--- src/rtl/tmr_pkg.sv ---
package tmr_pkg;

    localparam int TMR_PSC_BITS = 3;
    localparam int TMR_PDIV_W   = (1 << TMR_PSC_BITS) - 1;

    typedef enum logic [1:0] {
        MODE_IDLE    = 2'b00,
        MODE_EVENT   = 2'b01,
        MODE_TIMER   = 2'b10,
        MODE_CAPTURE = 2'b11
    } tmr_mode_e;

    typedef enum logic [1:0] {
        SRC_CLK   = 2'b00,
        SRC_CLK4  = 2'b01,
        SRC_SLOW  = 2'b10,
        SRC_SLOW2 = 2'b11
    } tmr_src_e;

    typedef struct packed {
        tmr_mode_e                 mode;
        logic                      spare;
        logic                      enable;
        logic                      pol_hi;
        logic [TMR_PSC_BITS-1:0]   psc;
    } tmr_ctrl_t;

    // Low n bits set: the prescaler fires when these bits are all ones.
    function automatic logic [TMR_PDIV_W-1:0] psc_mask(input logic [TMR_PSC_BITS-1:0] n);
        logic [TMR_PDIV_W-1:0] m;
        for (int i = 0; i < TMR_PDIV_W; i++) begin
            m[i] = (i < int'(n));
        end
        return m;
    endfunction

endpackage

--- src/rtl/tmr_pin_sync.sv ---
module tmr_pin_sync #(
    parameter int STAGES = 2
) (
    input  logic clk,
    input  logic rst,
    input  logic pin_i,
    output logic rise_o,
    output logic fall_o
);
    logic [STAGES-1:0] chain_q;
    logic              last_q;

    genvar g;
    generate
        for (g = 0; g < STAGES; g++) begin : g_stage
            if (g == 0) begin : g_first
                always_ff @(posedge clk) begin
                    if (rst) chain_q[0] <= 1'b0;
                    else     chain_q[0] <= pin_i;
                end
            end else begin : g_next
                always_ff @(posedge clk) begin
                    if (rst) chain_q[g] <= 1'b0;
                    else     chain_q[g] <= chain_q[g-1];
                end
            end
        end
    endgenerate

    always_ff @(posedge clk) begin
        if (rst) last_q <= 1'b0;
        else     last_q <= chain_q[STAGES-1];
    end

    assign rise_o = chain_q[STAGES-1] & ~last_q;
    assign fall_o = ~chain_q[STAGES-1] & last_q;
endmodule

--- src/rtl/tmr_prescaler.sv ---
module tmr_prescaler
    import tmr_pkg::*;
(
    input  logic                    clk,
    input  logic                    rst,
    input  logic                    clear,
    input  logic [1:0]              src_sel,
    input  logic                    slow_tick,
    input  logic [TMR_PSC_BITS-1:0] psc_sel,
    output logic                    tick_o
);
    logic [1:0]            div4_q;
    logic [TMR_PDIV_W-1:0] pcnt_q;
    logic                  base_tick;
    logic [TMR_PDIV_W-1:0] mask;

    always_comb begin
        unique case (tmr_src_e'(src_sel))
            SRC_CLK:  base_tick = 1'b1;
            SRC_CLK4: base_tick = (div4_q == 2'd3);
            default:  base_tick = slow_tick;
        endcase
    end

    assign mask   = psc_mask(psc_sel);
    assign tick_o = base_tick & ((pcnt_q & mask) == mask);

    always_ff @(posedge clk) begin
        if (rst || clear) begin
            div4_q <= '0;
            pcnt_q <= '0;
        end else begin
            div4_q <= div4_q + 2'd1;
            if (base_tick) pcnt_q <= pcnt_q + 1'b1;
        end
    end
endmodule

--- src/rtl/tmr_counter.sv ---
module tmr_counter #(
    parameter int W = 8
) (
    input  logic         clk,
    input  logic         rst,
    input  logic         pre_we,
    input  logic [W-1:0] pre_wdata,
    input  logic         idle,
    input  logic         step,
    output logic [W-1:0] count_o,
    output logic [W-1:0] preload_o,
    output logic         wrap_o
);
    localparam logic [W-1:0] CNT_MAX = '1;

    logic [W-1:0] count_q;
    logic [W-1:0] preload_q;

    assign wrap_o    = step && (count_q == CNT_MAX);
    assign count_o   = count_q;
    assign preload_o = preload_q;

    always_ff @(posedge clk) begin
        if (rst) begin
            count_q   <= '0;
            preload_q <= '0;
        end else begin
            if (pre_we) preload_q <= pre_wdata;
            if (pre_we && idle)  count_q <= pre_wdata;
            else if (wrap_o)     count_q <= preload_q;
            else if (step)       count_q <= count_q + 1'b1;
        end
    end
endmodule

--- src/rtl/tmr_event_capture.sv ---
module tmr_event_capture
    import tmr_pkg::*;
#(
    parameter int CNT_W       = 8,
    parameter int SYNC_STAGES = 2
) (
    input  logic             clk,
    input  logic             rst,
    input  logic             wr_en,
    input  logic             wr_sel,
    input  logic [7:0]       wr_data,
    input  logic [1:0]       clk_src,
    input  logic             slow_tick,
    input  logic             tmr_pin,
    input  logic             int_en,
    output logic [7:0]       ctrl_q,
    output logic [CNT_W-1:0] count_q,
    output logic             irq,
    output logic             wake
);
    tmr_ctrl_t        ctrl_r;
    logic             measuring_q;
    logic             pin_rise, pin_fall;
    logic             start_edge, end_edge;
    logic             pre_tick;
    logic             running, idle, step, wrap;
    logic             wr_ctrl, wr_pre;
    logic             cap_mode;
    logic [CNT_W-1:0] preload_q;
    logic             irq_q, wake_q;

    assign wr_ctrl  = wr_en && !wr_sel;
    assign wr_pre   = wr_en &&  wr_sel;
    assign cap_mode = ctrl_r.enable && (ctrl_r.mode == MODE_CAPTURE);

    tmr_pin_sync #(.STAGES(SYNC_STAGES)) u_sync (
        .clk    (clk),
        .rst    (rst),
        .pin_i  (tmr_pin),
        .rise_o (pin_rise),
        .fall_o (pin_fall)
    );

    // Polarity 1: rising edge is the active/start edge; polarity 0: falling.
    assign start_edge = ctrl_r.pol_hi ? pin_rise : pin_fall;
    assign end_edge   = ctrl_r.pol_hi ? pin_fall : pin_rise;

    assign running = ctrl_r.enable &&
                     ((ctrl_r.mode == MODE_TIMER) ||
                      ((ctrl_r.mode == MODE_CAPTURE) && measuring_q));
    assign idle    = !ctrl_r.enable || (ctrl_r.mode == MODE_IDLE);

    tmr_prescaler u_psc (
        .clk       (clk),
        .rst       (rst),
        .clear     (!running),
        .src_sel   (clk_src),
        .slow_tick (slow_tick),
        .psc_sel   (ctrl_r.psc),
        .tick_o    (pre_tick)
    );

    always_comb begin
        step = 1'b0;
        if (ctrl_r.enable) begin
            unique case (ctrl_r.mode)
                MODE_EVENT:   step = start_edge;
                MODE_TIMER:   step = pre_tick;
                MODE_CAPTURE: step = measuring_q && pre_tick;
                default:      step = 1'b0;
            endcase
        end
    end

    tmr_counter #(.W(CNT_W)) u_cnt (
        .clk       (clk),
        .rst       (rst),
        .pre_we    (wr_pre),
        .pre_wdata (wr_data[CNT_W-1:0]),
        .idle      (idle),
        .step      (step),
        .count_o   (count_q),
        .preload_o (preload_q),
        .wrap_o    (wrap)
    );

    always_ff @(posedge clk) begin
        if (rst) begin
            ctrl_r      <= '0;
            measuring_q <= 1'b0;
        end else if (wr_ctrl) begin
            ctrl_r      <= tmr_ctrl_t'(wr_data);
            measuring_q <= 1'b0;
        end else if (!cap_mode) begin
            measuring_q <= 1'b0;
        end else if (!measuring_q && start_edge) begin
            measuring_q <= 1'b1;
        end else if (measuring_q && end_edge) begin
            measuring_q   <= 1'b0;
            ctrl_r.enable <= 1'b0;
        end
    end

    always_ff @(posedge clk) begin
        if (rst) begin
            irq_q  <= 1'b0;
            wake_q <= 1'b0;
        end else begin
            irq_q  <= wrap && int_en;
            wake_q <= wrap && (ctrl_r.mode == MODE_EVENT);
        end
    end

    assign ctrl_q = ctrl_r;
    assign irq    = irq_q;
    assign wake   = wake_q;
endmodule

--- config.mk ---
export PLATFORM = sky130hd
export DESIGN_NAME = tmr_event_capture
export DESIGN_NICKNAME = d
export VERILOG_FILES = /design/src/rtl/tmr_pkg.sv /design/src/rtl/tmr_pin_sync.sv /design/src/rtl/tmr_prescaler.sv /design/src/rtl/tmr_counter.sv /design/src/rtl/tmr_event_capture.sv
export SDC_FILE = /design/constraint.sdc
export NUM_CORES = 1
export LEC_CHECK = 0
export ABC_AREA = 1
export BUFFER_PORTS_ARGS = -buffer_cell sky130_fd_sc_hd__buf_2
export CAP_MARGIN = 20
export CORE_UTILIZATION = 55
export DETAILED_ROUTE_END_ITERATION = 10
export PLACE_DENSITY = 0.83
export SYNTH_ARGS = -nofsm -noshare
export SYNTH_HDL_FRONTEND = slang
export SYNTH_HIERARCHICAL = 1
export SYNTH_SLANG_ARGS = --single-unit
--- constraint.sdc ---
create_clock -name clk -period 2.2 [get_ports clk]
set_input_delay 0 -clock clk [delete_from_list [all_inputs] [get_ports clk]]
set_output_delay 0 -clock clk [all_outputs]
set_load 0.01 [all_outputs]
* Word-level counts from Yosys, hierarchy flattened
Cells that the tools add are included.
** Cells by class
- Mux-type cells :: 13
- Bitwise operators :: 7
- Order comparisons :: 7
- $mul :: 0
- Eq/ne operators :: 8
- Div/mod/pow operators :: 0
- Shift-type cells :: 0
- Reductions and logical operators :: 27
- Add/sub/neg operators :: 3
** Operator list (count)
- $mux 8 :: 3
- $logic_and 1x1->1 :: 12
- $lt 3x3->1 const A :: 3
- $add 8x1->8 const B :: 1
- $eq 8x8->1 const B :: 1
- $mux 1 :: 8
- $add 7x1->7 const B :: 1
- $and 7x7->7 :: 1
- $eq 7x7->1 :: 1
- $eq 2x2->1 const B :: 3
- $lt 1x3->1 const A :: 2
- $lt 2x3->1 const A :: 2
- $reduce_bool 2->1 :: 3
- $eq 2x1->1 const B :: 2
- $logic_not 1->1 :: 4
- $logic_not 2->1 :: 2
- $and 1x1->1 :: 3
- $logic_or 1x1->1 :: 3
- $not 1->1 :: 3
- $pmux 1 s3 :: 1
- $reduce_and 3->1 :: 1
- $reduce_bool 3->1 :: 1
- $reduce_or 3->1 :: 1
- $add 2x1->2 const B :: 1
- 2 further kinds :: 2
** Storage, ports and cells
- Bits in writable memories :: 0
- Memories :: 0
- Bits in read-only memories :: 0
- Bits in registers :: 39
- Output and inout port bits :: 18
- Bits in latches :: 0
- Logic and storage cells :: 80

* Depth between registers and ports, before layout
Gate-level depths: netlist of run 1.
- Depth after elaboration :: 10
- Mapped depth :: 16
- Depth with buffers taken out :: 16

* Cells and area by module
Netlist of run 1, hierarchy kept.
** By module, submodules not included
- tmr_counter :: area each 964.7 um^2, cells each 144, times used 1
- tmr_prescaler :: area each 538.0 um^2, cells each 81, times used 1
- tmr_event_capture :: area each 476.7 um^2, cells each 67, times used 1
- tmr_pin_sync :: area each 93.8 um^2, cells each 12, times used 1

* Worst setup path before layout of run 1
No wires, ideal clock.
- Path type :: register to register
- Start point :: reg u_psc.div4_q[0]
- End point :: reg u_cnt.count_q[4], in the netlist u_cnt/count_o[4]
- Period minus slack after synthesis :: 1.891 ns
- Path slack :: 0.309 ns
- Arrival time :: 1.759 ns
- Data required time :: 2.068 ns
- Stages on the path, launching flop included :: 17
- Cells stage by stage :: dfxtp_1 ha_1 inv_1 nand3_1 nand2_2 nor2_1 nand2_1 nor2_1 nand2_1 a21oi_1 inv_1 nor2_2 nand2_4 inv_2 nand2_1 nand3_1 a21oi_1
** On the way
- Cells in the longest elaborated chain, start to end :: 9
- Elaborated cells between the ends (all ways) :: 10
** RTL lines
- start: declaration :: line tmr_prescaler.sv:12 : logic [1:0] div4_q;
- start signal: assignment :: line tmr_prescaler.sv:33 : div4_q <= div4_q + 2'd1;
- $eq 2x2->1 (*) :: line tmr_prescaler.sv:20 : SRC_CLK4: base_tick = (div4_q == 2'd3);
- $pmux 1 s2 (*) :: line tmr_prescaler.sv:18 : unique case (tmr_src_e'(src_sel))
- $and 1x1->1 (*) :: line tmr_prescaler.sv:26 : assign tick_o = base_tick & ((pcnt_q & mask) == mask);
- via pre_tick :: line tmr_event_capture.sv:25 : logic pre_tick;
- $logic_and 1x1->1 :: line tmr_event_capture.sv:69 : MODE_CAPTURE: step = measuring_q && pre_tick;
- $pmux 1 s3 (*) :: line tmr_event_capture.sv:66 : unique case (ctrl_r.mode)
- $mux 1 (*) :: line tmr_event_capture.sv:65 : if (ctrl_r.enable) begin
- via step :: line tmr_event_capture.sv:26 : logic running, idle, step, wrap;
- $logic_and 1x1->1 (*) :: line tmr_counter.sv:19 : assign wrap_o = step && (count_q == CNT_MAX);
- via wrap :: line tmr_event_capture.sv:26
- $mux 8 :: line tmr_counter.sv:30 : else if (wrap_o) count_q <= preload_q;
- $mux 8 :: line tmr_counter.sv:29 : if (pre_we && idle) count_q <= pre_wdata;
- end signal: assignment :: line tmr_counter.sv:29
- end signal: assignment :: line tmr_counter.sv:30
- end signal: assignment :: line tmr_counter.sv:31 : else if (step) count_q <= count_q + 1'b1;
- end: declaration :: line tmr_counter.sv:16 : logic [W-1:0] count_q;
Mark *: on every way through the listed nets, which the timed path passes. The rest lies on a longest branch.
A chain may end at the register's enable or synchronous reset.

* Worst setup path after layout of run 1
- Start point :: reg u_psc.div4_q[0]
- End point :: reg u_cnt.count_q[7], in the netlist u_cnt/count_o[7]
** On the way
- Cells in the longest elaborated chain, start to end :: 9
- Elaborated cells between the ends (all ways) :: 10
** RTL lines (line)
- $eq 2x2->1 (*) :: tmr_prescaler.sv:20
- $pmux 1 s2 (*) :: tmr_prescaler.sv:18
- $and 1x1->1 (*) :: tmr_prescaler.sv:26
- via pre_tick :: tmr_event_capture.sv:25
- $logic_and 1x1->1 :: tmr_event_capture.sv:69
- $pmux 1 s3 (*) :: tmr_event_capture.sv:66
- $mux 1 (*) :: tmr_event_capture.sv:65
- via step :: tmr_event_capture.sv:26
- $logic_and 1x1->1 :: tmr_counter.sv:19
- $mux 8 :: tmr_counter.sv:30
- $mux 8 :: tmr_counter.sv:29
Marks and branches as above.

==> flow_summary_export.csv, run 1 <==
group,metric,value,unit
drt,ant_nets,0,
worst_setup_path,critical_path_arrival,2.23,ns
layout,antennaDiodeCount,0,
clocking,ctsLongestPathBuffers,2,
layout,nFillCells,313,
sta,rsz0062_at_grt,"no",
clocking,post-cts-setup-buffers,0,
worst_setup_path,cp.required,2.43,ns
place,gp_congestion,0.873,
clocking,cts-buffers-inserted,5,
drt,routed_via_density,5.07,
place,pre_cts_ws,0.156,ns
status,outcome,"finished clean",
place,port_buffers,34,
synth,yosysSeqAreaShare,0.377,
grt,grt_usage,0.251,
worst_setup_path,critPathLaunchType,"register",
layout,final-seq-area,781,um2
worst_setup_path,r2r_start,"u_psc/div4_q[0]",
layout,stdcell_count,397,
power_and_ir_drop,total_leakage_power,0.00114,uW
drt,dr_total_vias,2012,
layout,finalNetCount,370,
layout,syn_to_final_growth,18.5,%
layout,final_cell_mix,"55 x nand2_1, 47 x inv_1, 43 x nor2_1",
sta,fin_crit_sh,0.910,
layout,multi_input_area,1050,um2
synth,yosysUniqueCellTypes,33,
drt,drc,0,
die,dieArea,4020,um2
min_path,hold_depth,3,
layout,layout_commonest_cell,"nand2_1",
min_path,min_to,"ctrl_q[4]",
worst_setup_path,r2r_cells,16,
drt,wl_per_cell,11.5,um
layout,drive_above_1_share,0.185,
die,die_w,63.4,um
sta,clock_skew,0.00923,ns
drt,firstDrtPassIters,4,
synth,async_flop_share,0,
die,start_util,0.598,
sta,final-hold-violation-count,0,
place,dp_hpwl,3420,um
drt,wl,4580,um
clocking,clkLatencyLatePin,0.30,ns
drt,drt_iter0_drc,163,
sta,fmax,500,MHz
worst_setup_path,path_max_fanout,8,
synth,synth_cells,304,
die,row_count,21,
min_path,holdCritPathClass,"in -> reg",
synth,synth_area_per_cell,6.82,um2
grt,grt_max_degree,18,
clocking,clockRootBuffer,"clkbuf_8",
sta,worst_pin_slew,0.446,ns
clocking,htree_levels,2,
clocking,cts_num_sinks,39,
run,drv_cap,0,
die,die_h,63.4,um
sta,setup_viol,0,
synth,synth_flop_cell,"dfxtp_1",
layout,design_area,2460,um2
worst_setup_path,reg2reg_slack,0.20,ns
power_and_ir_drop,ir_drop,0.000445,V
sta,fin_ws,0.199,ns
grt,grt_overflow_total,0,
worst_setup_path,cp-end-kind,"register",
place,dp_cells,380,
grt,antenna_found_initial,0,
synth,syn_nets,324,
clocking,path_clk_slew,0.08,ns
synth,synth_seq_cells,39,
grt,grt_pass1_wl,7820,um
worst_setup_path,r2r_end,"u_cnt/count_o[7]",
synth,synth_edf_count,0,
grt,grt_pass1_vias,1798,
place,placed_cell_area,2270,um2
sta,finalMaxSlewViolations,0,
synth,syn-cell-area,2070,um2
sta,relSlewSlack,0.702,
sta,period_minus_slack,2.00,ns
power_and_ir_drop,p_per_area,583,nW/um2
sta,final.setup.tns,0,ns
min_path,hp-start,"wr_data[4]",
clocking,cts_tree,"done",
synth,yosys_warnings,6,
die,core,3470,um2
worst_setup_path,crit_type,"reg -> reg",
die,pin_count,35,
registers in the layout (all words and copies together) (netlist names), 2 cells and up:
| register | cells |
|---|---|
| u_psc/pcnt_q | 7 |
| u_cnt/count_o | 8 |
| u_sync/chain_q | 2 |
| u_cnt/preload_o | 8 |
| u_psc/div4_q | 2 |
| ctrl_q | 8 |
worst max-delay path, stage by stage (launching register included):
cell,delay [ns]
dfxtp_1,0.34
ha_1,0.17
inv_1,0.04
nand3_1,0.07
nand2_2,0.10
nor2_1,0.12
nand2_1,0.05
nor2_1,0.09
nand2_1,0.05
a21oi_1,0.14
inv_1,0.09
buf_4,0.16
a21oi_4,0.22
nand2_1,0.08
inv_1,0.05
nand2_1,0.04
a21oi_1,0.10
repair_timing:
action | 4_1_cts | 5_1_grt
gates resized for setup | 0 | 1
hold buffers | 9 | 0
setup endpoints to repair | 0 | 4
hold endpoints to repair | 10 | 0
where the power goes:
part           switching (uW)  internal, uW
clock                     268           221
combinational             110          72.6
sequential               26.8           735
total                     404          1030
cell type report:
type / count / area share
clock buffers: 5 / 0.0280
clock inverters: 3 / 0.00815
inverters: 51 / 0.0779
multi-input cells: 207 / 0.429
flip-flops and latches: 39 / 0.318
well taps: 46 / 0.0234
repair buffers: 46 / 0.115
stage by stage:
step | utilization | power (uW) | hold slack [ns]
2_1_floorplan | - | 884 | 0.0712
3_3_place_gp | 0.655 | 943 | 0.203
3_5_place_dp | 0.655 | 946 | 0.219
4_1_cts | 0.707 | 1440 | 0.0420
5_1_grt | 0.708 | 1500 | 0.0750
6_report | 0.708 | 1430 | 0.0520
worst max path at each step:
stage / start / end / slack, ns / depth (start not counted)
floorplan: u_psc/div4_q[0] / u_cnt/count_o[4] / 0.31 / 16
global placement: u_psc/div4_q[0] / u_cnt/count_o[5] / 0.24 / 16
detailed placement: u_psc/div4_q[0] / u_cnt/count_o[0] / 0.16 / 16
CTS: u_psc/div4_q[0] / u_cnt/count_o[0] / 0.14 / 16
global route: u_psc/div4_q[0] / u_cnt/count_o[6] / 0.01 / 14
finish: u_psc/div4_q[0] / u_cnt/count_o[7] / 0.20 / 16
routing by layer:
layer / GRT usage / part of all wire / vias up
li1: - / - / 1056
met1: 0.316 / 0.47 / 896
met2: 0.410 / 0.48 / 52
met3: 0.0562 / 0.044 / 8
met4: 0.108 / 0.015 / 0
met5: 0 / 0 / -
synthesized netlist by cell type, types with 2 or more instances:
library cell	number	area (um2)
inv_1	47	176
a21oi_1	21	105
nand2_2	2	12.5
o21ai_0	25	125
buf_6	2	22.5
nand3_2	2	20.0
ha_1	3	37.5
nor2_4	3	33.8
nand2_1	55	206
nand4_1	4	25.0
buf_2	2	10.0
buf_4	2	15.0
nand2_4	3	33.8
nand3_1	31	155
inv_2	4	15.0
dfxtp_1	39	781
nor2_1	43	161
kinds of logic after synthesis:
| group | Yosys count | share of synthesized area |
|---|---|---|
| adder cells (fa/ha/maj) | 3 | 0.0181 |
| buffers and inverters | 58 | 0.117 |
| AO/OA/AOI/OAI | 55 | 0.150 |
| XOR/XNOR | 2 | 0.00845 |
| flip-flops | 39 | 0.377 |
| AND/OR/NAND/NOR | 147 | 0.330 |
No activity file was read; power rests on OpenSTA's default activity.
==> run 2, diff against run 1 <==
--- a/config.mk
+++ b/config.mk
@@ -10,6 +10,7 @@
 export CAP_MARGIN = 20
 export CORE_UTILIZATION = 55
 export DETAILED_ROUTE_END_ITERATION = 10
+export MAX_ROUTING_LAYER = met4
 export PLACE_DENSITY = 0.83
 export SYNTH_ARGS = -nofsm -noshare
 export SYNTH_HDL_FRONTEND = slang
==> run 2 against run 1 <==
- global-route usage increased by 0.56 points
- register-to-register slack got worse by 0.03 ns
- critical path depth decreased by 1
- combinational power about the same
- cell count increased by 0.25%
- via count increased by 0.84%
- die area unchanged
- core utilization about the same
- critical endpoint is now u_cnt/count_o[0]
- largest power group unchanged
==> flow_summary_export.csv, run 2 (same netlist as run 1, synthesis figures left out) <==
group,metric,value,unit
status,outcome,"finished clean",
clocking,cts-buffers-inserted,5,
sta,fin_crit_sh,0.923,
sta,final.setup.tns,0,ns
drt,wl_per_cell,11.6,um
place,placed_cell_area,2270,um2
grt,grt_usage,0.257,
worst_setup_path,crit_type,"reg -> reg",
worst_setup_path,critPathLaunchType,"register",
drt,dr_total_vias,2029,
sta,timing.hold.ws,0.0120,ns
grt,grt_max_degree,18,
layout,finish.utilization,0.709,
layout,antennaDiodeCount,0,
place,gp_congestion,0.907,
die,start_util,0.598,
layout,finalNetCount,371,
grt,use_met2,0.390,
clocking,ctsLongestPathBuffers,2,
clocking,clkLatencyLatePin,0.30,ns
drt,wl,4620,um
layout,layout_commonest_cell,"nand2_1",
worst_setup_path,path_max_fanout,8,
layout,design_area,2460,um2
grt,grt_pass1_wl,7960,um
sta,period_minus_slack,2.03,ns
grt,top_usage_layer,"met2",
drt,firstDrtPassIters,4,
grt,grt_use_met3,0.0489,
drt,routed_via_density,5.10,
worst_setup_path,slowest_delay,0.33,ns
layout,drive_above_1_share,0.196,
sta,clock_skew,0.00964,ns
worst_setup_path,critical_path_arrival,2.27,ns
drt,drc,0,
grt,antenna_found_initial,0,
worst_setup_path,cp-end-kind,"register",
min_path,holdCritPathClass,"in -> reg",
clocking,clockRootBuffer,"clkbuf_8",
grt,grt_overflow_total,0,
power_and_ir_drop,p_per_area,575,nW/um2
sta,rsz0062_at_grt,"no",
power_and_ir_drop,total_leakage_power,0.00114,uW
sta,worst_pin_slew,0.437,ns
sta,relSlewSlack,0.708,
grt,grt_util_met1,0.339,
die,dieArea,4020,um2
worst_setup_path,cp.required,2.43,ns
drt,drt_iter0_drc,191,
die,pin_count,35,
place,port_buffers,34,
clocking,htree_levels,2,
clocking,path_clk_slew,0.08,ns
sta,final-hold-violation-count,0,
drt,ant_nets,0,
layout,nFillCells,312,
die,die_h,63.4,um
worst_setup_path,crit_chain,"ha_1 > inv_1 > nand3_1 > nand2_2 > nor2_1 > nand2_1 > nor2_1 > nand2_1 > a21oi_1 > inv_1 > buf_4 > a21oi_4 > buf_4 > nand3_1 > a21oi_1",
clocking,cts_tree,"done",
grt,grt_pass1_vias,1760,
sta,finalMaxSlewViolations,0,
run,drv_cap,0,
layout,final_cell_mix,"55 x nand2_1, 47 x inv_1, 43 x nor2_1",
sta,fmax,492,MHz
die,core,3470,um2
place,dp_cells,380,
power_and_ir_drop,ir_drop,0.000478,V
layout,stdcell_count,398,
die,row_count,21,
sta,setup_viol,0,
layout,syn_to_final_growth,18.5,%
worst_setup_path,cp_slowest_cell,"dfxtp_2",
place,dp_hpwl,3350,um
clocking,cts_num_sinks,39,
die,die_w,63.4,um
run 2: critical path: cells and delay by family, from the launching register on:
family	cells	cell delay, ns
compound gates	3	0.49
fa+ha+maj	1	0.16
buf+inv	4	0.46
flops	1	0.33
simple gates	7	0.52
run 2: worst paths after layout:
kind	slack (ns)	end	cells after the start	startpoint
setup / recovery	0.17	u_cnt/count_o[0]	15	u_psc/div4_q[0]
hold / removal	0.01	u_cnt/preload_o[7]	3	wr_data[7]
setup reg to reg	0.17	u_cnt/count_o[0]	15	u_psc/div4_q[0]
hold reg to reg	0.41	u_psc/div4_q[0]	1	u_psc/div4_q[0]
run 2: area by class of cell:
class	instances	area, um2	area share
clock buffers	6	72.6	0.0295
clock inverters	2	12.5	0.00509
inverters	51	191	0.0779
multi-input cells	207	1050	0.429
flip-flops and latches	39	783	0.319
well taps	46	57.6	0.0234
repair buffers	47	285	0.116
run 2: per-layer routing:
layer | up-vias | share of wire | routed length [um]
li1 | 1062 | - | -
met1 | 891 | 0.48 | 2240
met2 | 65 | 0.45 | 2060
met3 | 11 | 0.053 | 244
met4 | 0 | 0.018 | 83
met5 | - | 0 | 0
run 2: stage by stage:
step	setup WS, ns	power [uW]
after floorplan	0.309	884
after global placement	0.237	944
after detailed placement	0.148	946
after CTS	0.140	1420
after global routing	0.0143	1480
final	0.168	1410
run 2: where the power goes:
group / leakage [uW] / switching (uW) / internal (uW)
Sequential: 0.000320 / 26.8 / 735
Clock: 0.0000412 / 247 / 221
Combinational: 0.000784 / 111 / 72.5
run 2: what timing repair did:
| action | 4_1_cts | 5_1_grt |
|---|---|---|
| setup endpoints to repair | 0 | 5 |
| hold buffers | 7 | 0 |
| buffers inserted | 0 | 3 |
| resized for setup | 0 | 3 |
| endpoints found under the hold margin | 8 | 0 |
==> run 3, diff against run 2 <==
--- a/config.mk
+++ b/config.mk
@@ -9,6 +9,7 @@
 export BUFFER_PORTS_ARGS = -buffer_cell sky130_fd_sc_hd__buf_2
 export CAP_MARGIN = 20
 export CORE_UTILIZATION = 55
+export CTS_BUF_LIST = sky130_fd_sc_hd__clkbuf_2
 export DETAILED_ROUTE_END_ITERATION = 10
 export MAX_ROUTING_LAYER = met4
 export PLACE_DENSITY = 0.83
==> run 3 against run 2 <==
- register-to-register slack about the same
- sequential share of layout area down 0.73 points
- sequential cell count is the same
- count of clock-buffer cells in the layout is the same
- design area rose by 2.2%
- global-route usage rose by 0.58 points
- total power shrank 9.7%
- die area unchanged
- sequential power about the same
- first-iteration DRC count rose by 0.52%
- cell count rose by 2.0%
- non-clock buffer count up 8
- critical path type unchanged
- largest cell class unchanged
- highest routed layer unchanged
==> flow_summary_export.csv, run 3 (same netlist as run 1, synthesis figures left out) <==
group,metric,value,unit
sta,relSlewSlack,0.706,
grt,grt_overflow_total,0,
power_and_ir_drop,power,1280,uW
drt,wl_per_cell,11.7,um
min_path,hp-start,"wr_sel",
sta,final.setup.tns,0,ns
layout,nFillCells,304,
layout,layout_commonest_cell,"nand2_1",
place,dp_hpwl,3350,um
die,row_count,21,
sta,period_minus_slack,2.04,ns
worst_setup_path,r2r_start,"u_psc/div4_q[0]",
die,start_util,0.598,
layout,drive_above_1_share,0.186,
clocking,htree_levels,2,
layout,multi_input_area,1050,um2
min_path,hold_depth,4,
clocking,cts-buffers-inserted,5,
clocking,clkLatencyLatePin,0.40,ns
sta,fin_crit_sh,0.929,
worst_setup_path,r2r_cells,15,
grt,antenna_found_initial,0,
die,pin_count,35,
sta,fin_ws,0.156,ns
grt,grt_pass1_vias,1851,
grt,grt_max_degree,18,
worst_setup_path,slowest_delay,0.37,ns
die,dieArea,4020,um2
min_path,min_to,"ctrl_q[3]",
power_and_ir_drop,ir_drop,0.000384,V
clocking,clockRootBuffer,"clkbuf_2",
sta,final-hold-violation-count,0,
worst_setup_path,cp_slowest_cell,"dfxtp_2",
sta,timing.hold.ws,0.0433,ns
worst_setup_path,r2r_end,"u_cnt/count_o[4]",
layout,antennaDiodeCount,0,
worst_setup_path,reg2reg_slack,0.16,ns
place,gp_congestion,0.907,
drt,routed_via_density,5.11,
place,pre_cts_ws,0.148,ns
sta,rsz0062_at_grt,"no",
grt,grt_usage,0.263,
sta,worst_pin_slew,0.441,ns
run,drv_cap,0,
layout,finalNetCount,379,
power_and_ir_drop,power_frac_seq,0.598,
power_and_ir_drop,switchingPower,375,uW
power_and_ir_drop,p_per_area,508,nW/um2
power_and_ir_drop,p_comb_frac,0.155,
drt,drt_iter0_drc,192,
worst_setup_path,crit_type,"reg -> reg",
worst_setup_path,crit_chain,"ha_1 > inv_1 > nand3_1 > nand2_2 > nor2_1 > nand2_1 > nor2_1 > nand2_1 > a21oi_1 > inv_1 > buf_4 > a21oi_4 > buf_12 > nand3_1 > a21oi_1",
worst_setup_path,path_max_fanout,7,
layout,final-seq-area,782,um2
clocking,cts_num_sinks,39,
power_and_ir_drop,p_int,902,uW
grt,grt_pass1_wl,8130,um
worst_setup_path,cp.required,2.55,ns
die,core,3470,um2
sta,fmax,489,MHz
sta,clock_skew,0.0194,ns
drt,ant_nets,0,
power_and_ir_drop,total_leakage_power,0.00118,uW
drt,dr_total_vias,2075,
worst_setup_path,critPathLaunchType,"register",
clocking,ctsLongestPathBuffers,2,
layout,final_cell_mix,"55 x nand2_1, 47 x inv_1, 43 x nor2_1",
place,port_buffers,34,
drt,wl,4750,um
sta,finalMaxSlewViolations,0,
clocking,path_clk_slew,0.20,ns
clocking,cts_tree,"done",
die,die_w,63.4,um
power_and_ir_drop,swShare,0.294,
status,outcome,"finished clean",
layout,syn_to_final_growth,21.1,%
min_path,holdCritPathClass,"in -> reg",
die,die_h,63.4,um
worst_setup_path,critical_path_arrival,2.40,ns
drt,drc,0,
drt,firstDrtPassIters,4,
power_and_ir_drop,power.share.clock,0.246,
worst_setup_path,cp-end-kind,"register",
sta,setup_viol,0,
[run 3: cell count changes in the layout (fill, tap and decap cells not counted)]
cell           before  now
dfxtp_1            37   38
dfxtp_2             2    1
clkbuf_2            0    6
buf_4               6    3
buf_12              0    1
clkbuf_1            1    0
dlygate4sd3_1       7   17
clkbuf_8            5    0
[run 3: critical path: cells and delay by family (launching register included)]
kind	cells	cell delay (ns)
buf+inv	4	0.44
simple gates	7	0.58
compound gates	3	0.47
flops	1	0.37
fa+ha+maj	1	0.16
[run 3: worst max path at each step]
stage | to | start | cells past startpoint
floorplan | u_cnt/count_o[4] | u_psc/div4_q[0] | 16
global placement | u_cnt/count_o[4] | u_psc/div4_q[0] | 16
detailed placement | u_cnt/count_o[4] | u_psc/div4_q[0] | 16
CTS | u_cnt/count_o[6] | u_psc/div4_q[0] | 14
global route | u_cnt/count_o[4] | ctrl_q[2] | 13
finish | u_cnt/count_o[4] | u_psc/div4_q[0] | 15
[run 3: repair_timing]
item,4_1_cts,5_1_grt
hold endpoints to repair,28,0
setup endpoints to repair,0,5
hold buffers,17,0
resized for setup,0,2
setup buffers,0,1
[run 3: area by class of cell]
| class | instances | area share |
|---|---|---|
| Timing Repair Buffer | 55 | 0.152 |
| Clock inverter | 2 | 0.00498 |
| Clock buffer | 6 | 0.0120 |
| Tap cell | 46 | 0.0229 |
| Sequential cell | 39 | 0.311 |
| Inverter | 51 | 0.0762 |
| Multi-Input combinational cell | 207 | 0.420 |
[run 3: layer usage]
| metal | track usage | up-vias | part of all wire |
|---|---|---|---|
| li1 | - | 1075 | - |
| met1 | 0.334 | 924 | 0.46 |
| met2 | 0.406 | 63 | 0.46 |
| met3 | 0.0489 | 13 | 0.052 |
| met4 | 0.114 | 0 | 0.021 |
| met5 | - | - | 0 |
[run 3: power by group through the flow]
stage                     Clock (uW)  Combinational (uW)  Sequential [uW]
final                            315                 198              763
after global placement             0                 166              777
after detailed placement           0                 169              777
after CTS                        327                 193              763
after global routing             353                 220              770
after floorplan                    0                 105              778
[run 3: stage by stage]
stage	std cells	util	area, um2
2_1_floorplan	304	-	2070
6_report	406	0.724	2510
5_1_grt	406	0.724	2510
3_3_place_gp	380	0.655	2270
4_1_cts	405	0.716	2480
3_5_place_dp	380	0.655	2270
